File: src/rtl/psd_pkg.sv
`timescale 1ns/1ps
package psd_pkg;
  localparam int AW      = 20;
  localparam int NUM_TGT = 4;
  localparam int NUM_WIN = 5;

  typedef enum logic [1:0] {
    TGT_SREG    = 2'd0,
    TGT_TICK_NS = 2'd1,
    TGT_TICK_S  = 2'd2,
    TGT_RAS     = 2'd3
  } tgt_e;

  typedef enum logic [2:0] {
    WIN_TICK  = 3'd0,
    WIN_SREG  = 3'd1,
    WIN_ATICK = 3'd2,
    WIN_ASREG = 3'd3,
    WIN_RAS   = 3'd4
  } win_e;

  localparam logic [AW-1:0] WIN_BASE [NUM_WIN] =
    '{20'h0E010, 20'h0E000, 20'h2E010, 20'h2E000, 20'h05000};
  localparam logic [AW-1:0] WIN_SIZE [NUM_WIN] =
    '{20'h000E0, 20'h01000, 20'h000E0, 20'h01000, 20'h01000};
  localparam logic [AW-1:0] ALIAS_DELTA = 20'h20000;
endpackage

File: src/rtl/psd_win_hit.sv
`timescale 1ns/1ps
module psd_win_hit #(
  parameter int            AW   = 20,
  parameter logic [AW-1:0] BASE = '0,
  parameter logic [AW-1:0] SIZE = '0,
  parameter bit            EN   = 1'b1
) (
  input  logic [AW-1:0] addr,
  output logic          hit
);
  localparam logic [AW:0] LO = {1'b0, BASE};
  localparam logic [AW:0] HI = {1'b0, BASE} + {1'b0, SIZE};

  always_comb begin
    hit = EN && ({1'b0, addr} >= LO) && ({1'b0, addr} < HI);
  end
endmodule

File: src/rtl/psd_route.sv
`timescale 1ns/1ps
module psd_route
  import psd_pkg::*;
#(
  parameter bit SEC_EXT = 1'b1
) (
  input  logic               req_valid,
  input  logic [AW-1:0]      addr,
  input  logic               secure,
  input  logic [NUM_WIN-1:0] win_hit,
  output logic [NUM_TGT-1:0] sel,
  output logic               dflt,
  output logic [AW-1:0]      fwd_addr,
  output logic               fwd_secure
);
  always_comb begin
    sel        = '0;
    dflt       = 1'b0;
    fwd_addr   = addr;
    fwd_secure = secure;
    if (req_valid) begin
      if (win_hit[WIN_TICK]) begin
        if (SEC_EXT && secure) sel[TGT_TICK_S]  = 1'b1;
        else                   sel[TGT_TICK_NS] = 1'b1;
      end else if (win_hit[WIN_SREG]) begin
        sel[TGT_SREG] = 1'b1;
      end else if (win_hit[WIN_ATICK] || win_hit[WIN_ASREG]) begin
        if (secure) begin
          fwd_addr   = addr - ALIAS_DELTA;
          fwd_secure = 1'b0;
          if (win_hit[WIN_ATICK]) sel[TGT_TICK_NS] = 1'b1;
          else                    sel[TGT_SREG]    = 1'b1;
        end else begin
          dflt = 1'b1;
        end
      end else if (win_hit[WIN_RAS]) begin
        sel[TGT_RAS] = 1'b1;
      end else begin
        dflt = 1'b1;
      end
    end
  end
endmodule

File: src/rtl/psd_dflt_rsp.sv
`timescale 1ns/1ps
module psd_dflt_rsp (
  input  logic clk,
  input  logic rst,
  input  logic hit,
  input  logic user,
  output logic rsp_valid,
  output logic rsp_err
);
  always_ff @(posedge clk) begin
    if (rst) begin
      rsp_valid <= 1'b0;
      rsp_err   <= 1'b0;
    end else begin
      rsp_valid <= hit && !rsp_valid;
      rsp_err   <= hit && user;
    end
  end

  a_r10_single_pulse: assert property (@(posedge clk) disable iff (rst)
    rsp_valid |=> !rsp_valid);
  a_r3_err_from_user: assert property (@(posedge clk) disable iff (rst)
    rsp_valid |-> (rsp_err == $past(user)));
  a_r3_after_hit: assert property (@(posedge clk) disable iff (rst)
    rsp_valid |-> $past(hit));
endmodule

File: src/rtl/periph_sec_decoder.sv
`timescale 1ns/1ps
module periph_sec_decoder
  import psd_pkg::*;
#(
  parameter int DW      = 32,
  parameter bit SEC_EXT = 1'b1,
  parameter bit HAS_RAS = 1'b1
) (
  input  logic                  clk,
  input  logic                  rst,
  input  logic                  req_valid,
  input  logic [19:0]           req_addr,
  input  logic                  req_write,
  input  logic [DW-1:0]         req_wdata,
  input  logic                  req_secure,
  input  logic                  req_user,
  output logic                  resp_valid,
  output logic [DW-1:0]         resp_rdata,
  output logic                  resp_err,
  output logic [3:0]            tgt_sel,
  output logic [19:0]           tgt_addr,
  output logic                  tgt_write,
  output logic [DW-1:0]         tgt_wdata,
  output logic                  tgt_secure,
  output logic                  tgt_user,
  input  logic [3:0]            tgt_rdy,
  input  logic [4*DW-1:0]       tgt_rdata,
  input  logic [3:0]            tgt_err
);
  localparam bit WIN_EN [NUM_WIN] = '{1'b1, 1'b1, SEC_EXT, SEC_EXT, HAS_RAS};

  logic [NUM_WIN-1:0] win_hit;
  logic               dflt_hit;
  logic               dflt_v;
  logic               dflt_e;
  logic [NUM_TGT-1:0] done_vec;
  logic [DW-1:0]      mux_data;

  for (genvar g = 0; g < NUM_WIN; g++) begin : g_win
    psd_win_hit #(
      .AW  (AW),
      .BASE(WIN_BASE[g]),
      .SIZE(WIN_SIZE[g]),
      .EN  (WIN_EN[g])
    ) u_hit (
      .addr(req_addr),
      .hit (win_hit[g])
    );
  end

  psd_route #(.SEC_EXT(SEC_EXT)) u_route (
    .req_valid (req_valid),
    .addr      (req_addr),
    .secure    (req_secure),
    .win_hit   (win_hit),
    .sel       (tgt_sel),
    .dflt      (dflt_hit),
    .fwd_addr  (tgt_addr),
    .fwd_secure(tgt_secure)
  );

  psd_dflt_rsp u_dflt (
    .clk      (clk),
    .rst      (rst),
    .hit      (dflt_hit),
    .user     (req_user),
    .rsp_valid(dflt_v),
    .rsp_err  (dflt_e)
  );

  assign tgt_write = req_write;
  assign tgt_wdata = req_wdata;
  assign tgt_user  = req_user;
  assign done_vec  = tgt_sel & tgt_rdy;

  always_comb begin
    mux_data = '0;
    for (int i = 0; i < NUM_TGT; i++) begin
      if (done_vec[i]) mux_data = mux_data | tgt_rdata[i*DW +: DW];
    end
  end

  always_comb begin
    if (|done_vec) begin
      resp_valid = 1'b1;
      resp_rdata = mux_data;
      resp_err   = |(done_vec & tgt_err);
    end else begin
      resp_valid = dflt_v;
      resp_rdata = '0;
      resp_err   = dflt_v && dflt_e;
    end
  end

  a_r8_sel_onehot: assert property (@(posedge clk) disable iff (rst)
    $onehot0(tgt_sel));
  a_r8_idle_no_sel: assert property (@(posedge clk) disable iff (rst)
    !req_valid |-> (tgt_sel == '0));
  a_r2_secure_bank: assert property (@(posedge clk) disable iff (rst)
    tgt_sel[TGT_TICK_S] |-> req_secure);
  a_r4_alias_clears_secure: assert property (@(posedge clk) disable iff (rst)
    (req_valid && (req_addr[19:12] == 8'h2E) && (tgt_sel != '0)) |-> !tgt_secure);
  a_r7_resp_needs_ready: assert property (@(posedge clk) disable iff (rst)
    (resp_valid && !dflt_v) |-> ((tgt_sel & tgt_rdy) != '0));
  a_r3_dflt_reads_zero: assert property (@(posedge clk) disable iff (rst)
    (resp_valid && (tgt_sel == '0)) |-> (resp_rdata == '0));
endmodule

File: config.mk
export PLATFORM = sky130hd
export DESIGN_NAME = periph_sec_decoder
export DESIGN_NICKNAME = d
export VERILOG_FILES = /design/src/rtl/psd_pkg.sv /design/src/rtl/psd_win_hit.sv /design/src/rtl/psd_route.sv /design/src/rtl/psd_dflt_rsp.sv /design/src/rtl/periph_sec_decoder.sv
export SDC_FILE = /design/constraint.sdc
export NUM_CORES = 1
export LEC_CHECK = 0
export ABC_AREA = 1
export BUFFER_PORTS_ARGS = -buffer_cell sky130_fd_sc_hd__buf_2
export CORE_AREA = 2 2 112 114
export DETAILED_ROUTE_END_ITERATION = 6
export DIE_AREA = 0 0 114 116
export SYNTH_ARGS = -nofsm -noshare
export SYNTH_HDL_FRONTEND = slang
export SYNTH_HIERARCHICAL = 1
export SYNTH_SLANG_ARGS = --single-unit
File: constraint.sdc
create_clock -name clk -period 2.3 [get_ports clk]
set_input_delay 0.345 -clock clk [delete_from_list [all_inputs] [get_ports clk]]
set_output_delay 0.345 -clock clk [all_outputs]
set_load 0.03 [all_outputs]
==> flow_metrics.env <==
export IMPL_drt_pass1_iterations=4
export IMPL_syn_nets=688
export IMPL_end_kind="output port"
export IMPL_final_cells=841
export IMPL_ys_warn_count=6
export IMPL_gr_usage_all_layers=0.1221
export IMPL_initial_core_util=0.1970
export IMPL_globalplace_congestion=0.7942
export IMPL_final_common_cell="nand2_1"
export IMPL_syn_cell_area_mm2=0.002346
export IMPL_p_switching_uw=204.9
export IMPL_combinationalPowerShare=0.510
export IMPL_hold_depth=2
export IMPL_netSwitchingFraction=0.3278
export IMPL_wirelength_um=10010
export IMPL_vias_per_cell=3.939
export IMPL_post_place_cells=823
export IMPL_finalPower_uw=625.0
export IMPL_fin_crit_sh=1.009
export IMPL_drive_above_1_share=0.5692
export IMPL_ios=287
export IMPL_syn_area_per_cell_um2=4.759
export IMPL_seqPwrFrac=0.060
export IMPL_hold_viol=0
export IMPL_grt_pass1_wl_um=13250
export IMPL_final_cell_mix="nand2_1 (188), buf_2 (167), inv_1 (82)"
export IMPL_dpl_hpwl_um=7251
export IMPL_synth_seq_cells=2
export IMPL_cts_hold_buf=0
export IMPL_syn_inst=493
export IMPL_drc_errors=0
export IMPL_cp_max_fo=6
export IMPL_clkPwrFrac=0.429
export IMPL_max_freq_mhz=430.8
export IMPL_holdWs_ps=291.3
export IMPL_clkSinkCount=2
export IMPL_drtIter0Drc=93
export IMPL_root_buffer="clkbuf_16"
export IMPL_met2_usage=0.2159
export IMPL_core_area_mm2=0.01191
export IMPL_finClkSkew_ps=0
export IMPL_grt_ovfl_total=0
export IMPL_startpoint_type="input pin"
export IMPL_intPower_uw=420.2
export IMPL_htreeDepth=1
export IMPL_seq_area_um2=40.04
export IMPL_setup_violations=4
export IMPL_fill_cells=1294
export IMPL_arrival_ps=1980
export IMPL_finalCriticalPeriod_ps=2321
export IMPL_cp_required_ps=1960
export IMPL_slew_violations=0
export IMPL_die_w_um=114
export IMPL_grt_busiest_layer="met2"
export IMPL_synth_seq_area_share=0.01707
export IMPL_hp_class="in -> reg"
export IMPL_route_vias_total=3313
export IMPL_rr_worst_depth=1
export IMPL_clock_latency_ps=220
export IMPL_pwr_density_cell_mw_per_mm2=143.2
export IMPL_cts_tree="built"
export IMPL_die_y_um=116
export IMPL_area_growth_syn_to_layout_pct=86.08
export IMPL_wire_per_inst_um=11.90
export IMPL_portBuffers=212
export IMPL_worst_slack_ps=-21.49
export IMPL_antenna_found_initial=0
export IMPL_rows=40
export IMPL_rsz0062_at_grt="true"
export IMPL_crit_type="in -> out"
export IMPL_max_slew_margin=0.8645
export IMPL_grt_pass1_vias=2846
export IMPL_cap_violations=0
export IMPL_clkTransAtPathRegs_ps=30
export IMPL_vdd_drop_max_mv=0.3962
export IMPL_drtAntennaViolNets=0
export IMPL_final_core_util=0.3665
export IMPL_antenna_cells=0
export IMPL_grt_max_degree=24
export IMPL_power_leakage_nw=2.642
export IMPL_clk_path_buf_depth=2
export IMPL_met1_usage=0.1457
export IMPL_synth_cell_types=21
export IMPL_tightest_slew_ps=202.5
export IMPL_nNetsFinal=891
export IMPL_multi_input_area_mm2=0.001689
export IMPL_use_met3=0.02877
export IMPL_status="complete, but fails checks"
export IMPL_cts_made_buffers=3
export IMPL_fp_dieArea_mm2=0.01322
export IMPL_violations="negative setup slack"
[cell type report]
class,count,share of cell area
timing repair buffer,261,0.4529
sequential,2,0.009172
multi-input combinational,328,0.3869
clock buffer,3,0.01720
inverter,100,0.09172
tap,147,0.04213
[repair_timing]
action | in CTS | in global routing
cloned | 2 | 7
pin swaps | 10 | 46
setup buffers | 2 | 5
setup endpoints to repair | 34 | 34
resized for setup | 103 | 103
endpoints found under the hold margin | 0 | 0
[state kept, by name (all words and copies together) (netlist names)]
register,flops
u_dflt/rsp_err,1
u_dflt/rsp_valid,1
[power groups by stage]
stage	Combinational, mW	Clock, mW	Sequential [mW]
finish	0.319	0.268	0.0377
global placement	0.282	0	0.0382
floorplan	0.225	0	0.0380
global route	0.348	0.273	0.0381
CTS	0.295	0.272	0.0378
detailed placement	0.282	0	0.0382
[synthesized netlist by cell type]
master	count	area share
a21oi_1	3	0.0064
buf_12	2	0.017
buf_4	51	0.16
buf_6	10	0.048
dfxtp_1	2	0.017
ha_1	1	0.0053
inv_1	95	0.15
inv_2	3	0.0048
inv_4	2	0.0053
nand2_1	249	0.40
nand2_2	23	0.061
nand2_4	1	0.0048
nand3_1	9	0.019
nand3_2	1	0.0043
nand4_1	2	0.0053
nor2_1	29	0.046
nor2_2	5	0.013
nor2_4	1	0.0048
nor2_8	2	0.017
nor3_1	1	0.0021
o21ai_2	1	0.0037
[metrics by stage]
stage / setup WS (ps) / instance area [µm²] / TNS [ps]
after detailed placement: -140.7 / 3452 / -3249
after global routing: -165.2 / 4365 / -3808
final: -21.49 / 4365 / -44.04
after CTS: -58.68 / 3897 / -499.4
after global placement: -109.8 / 3452 / -2577
after floorplan: 16.06 / 2387 / 0
[routing by layer]
layer,wire length (µm),share of wire
met5,0,0
met4,224,0.022
met3,796,0.080
met2,4890,0.49
met1,4101,0.41
[final timing paths]
kind / start / endpoint / slack, ps
max: req_addr[18] / resp_rdata[7] / -20
min: rst / u_dflt/rsp_err / 290
max reg2reg: u_dflt/rsp_valid / u_dflt/rsp_valid / 1800
min reg2reg: u_dflt/rsp_valid / u_dflt/rsp_valid / 440
[cells by family (layout without fill, tap and decap cells)]
family	after synthesis	in the layout	synth area share
AND/OR/NAND/NOR	323	323	0.5771
buffers and inverters	163	364	0.3904
AO/OA/AOI/OAI	4	4	0.01013
flip-flops	2	2	0.01707
adder cells (fa/ha/maj)	1	1	0.005332
[critical path, cell delays in order]
cell and delay (ps):
buf_8 110, inv_4 50, nand2_4 50, nor2_4 100
nand3_2 100, nor2_4 140, buf_6 120, nand3_4 70
a21oi_4 170, nand2_2 90, clkinv_4 110, clkbuf_16 180
nand2_2 50, nand2_1 50, inv_1 40, nand2_1 70
buf_6 130
Power figures use the tool's default switching activity.
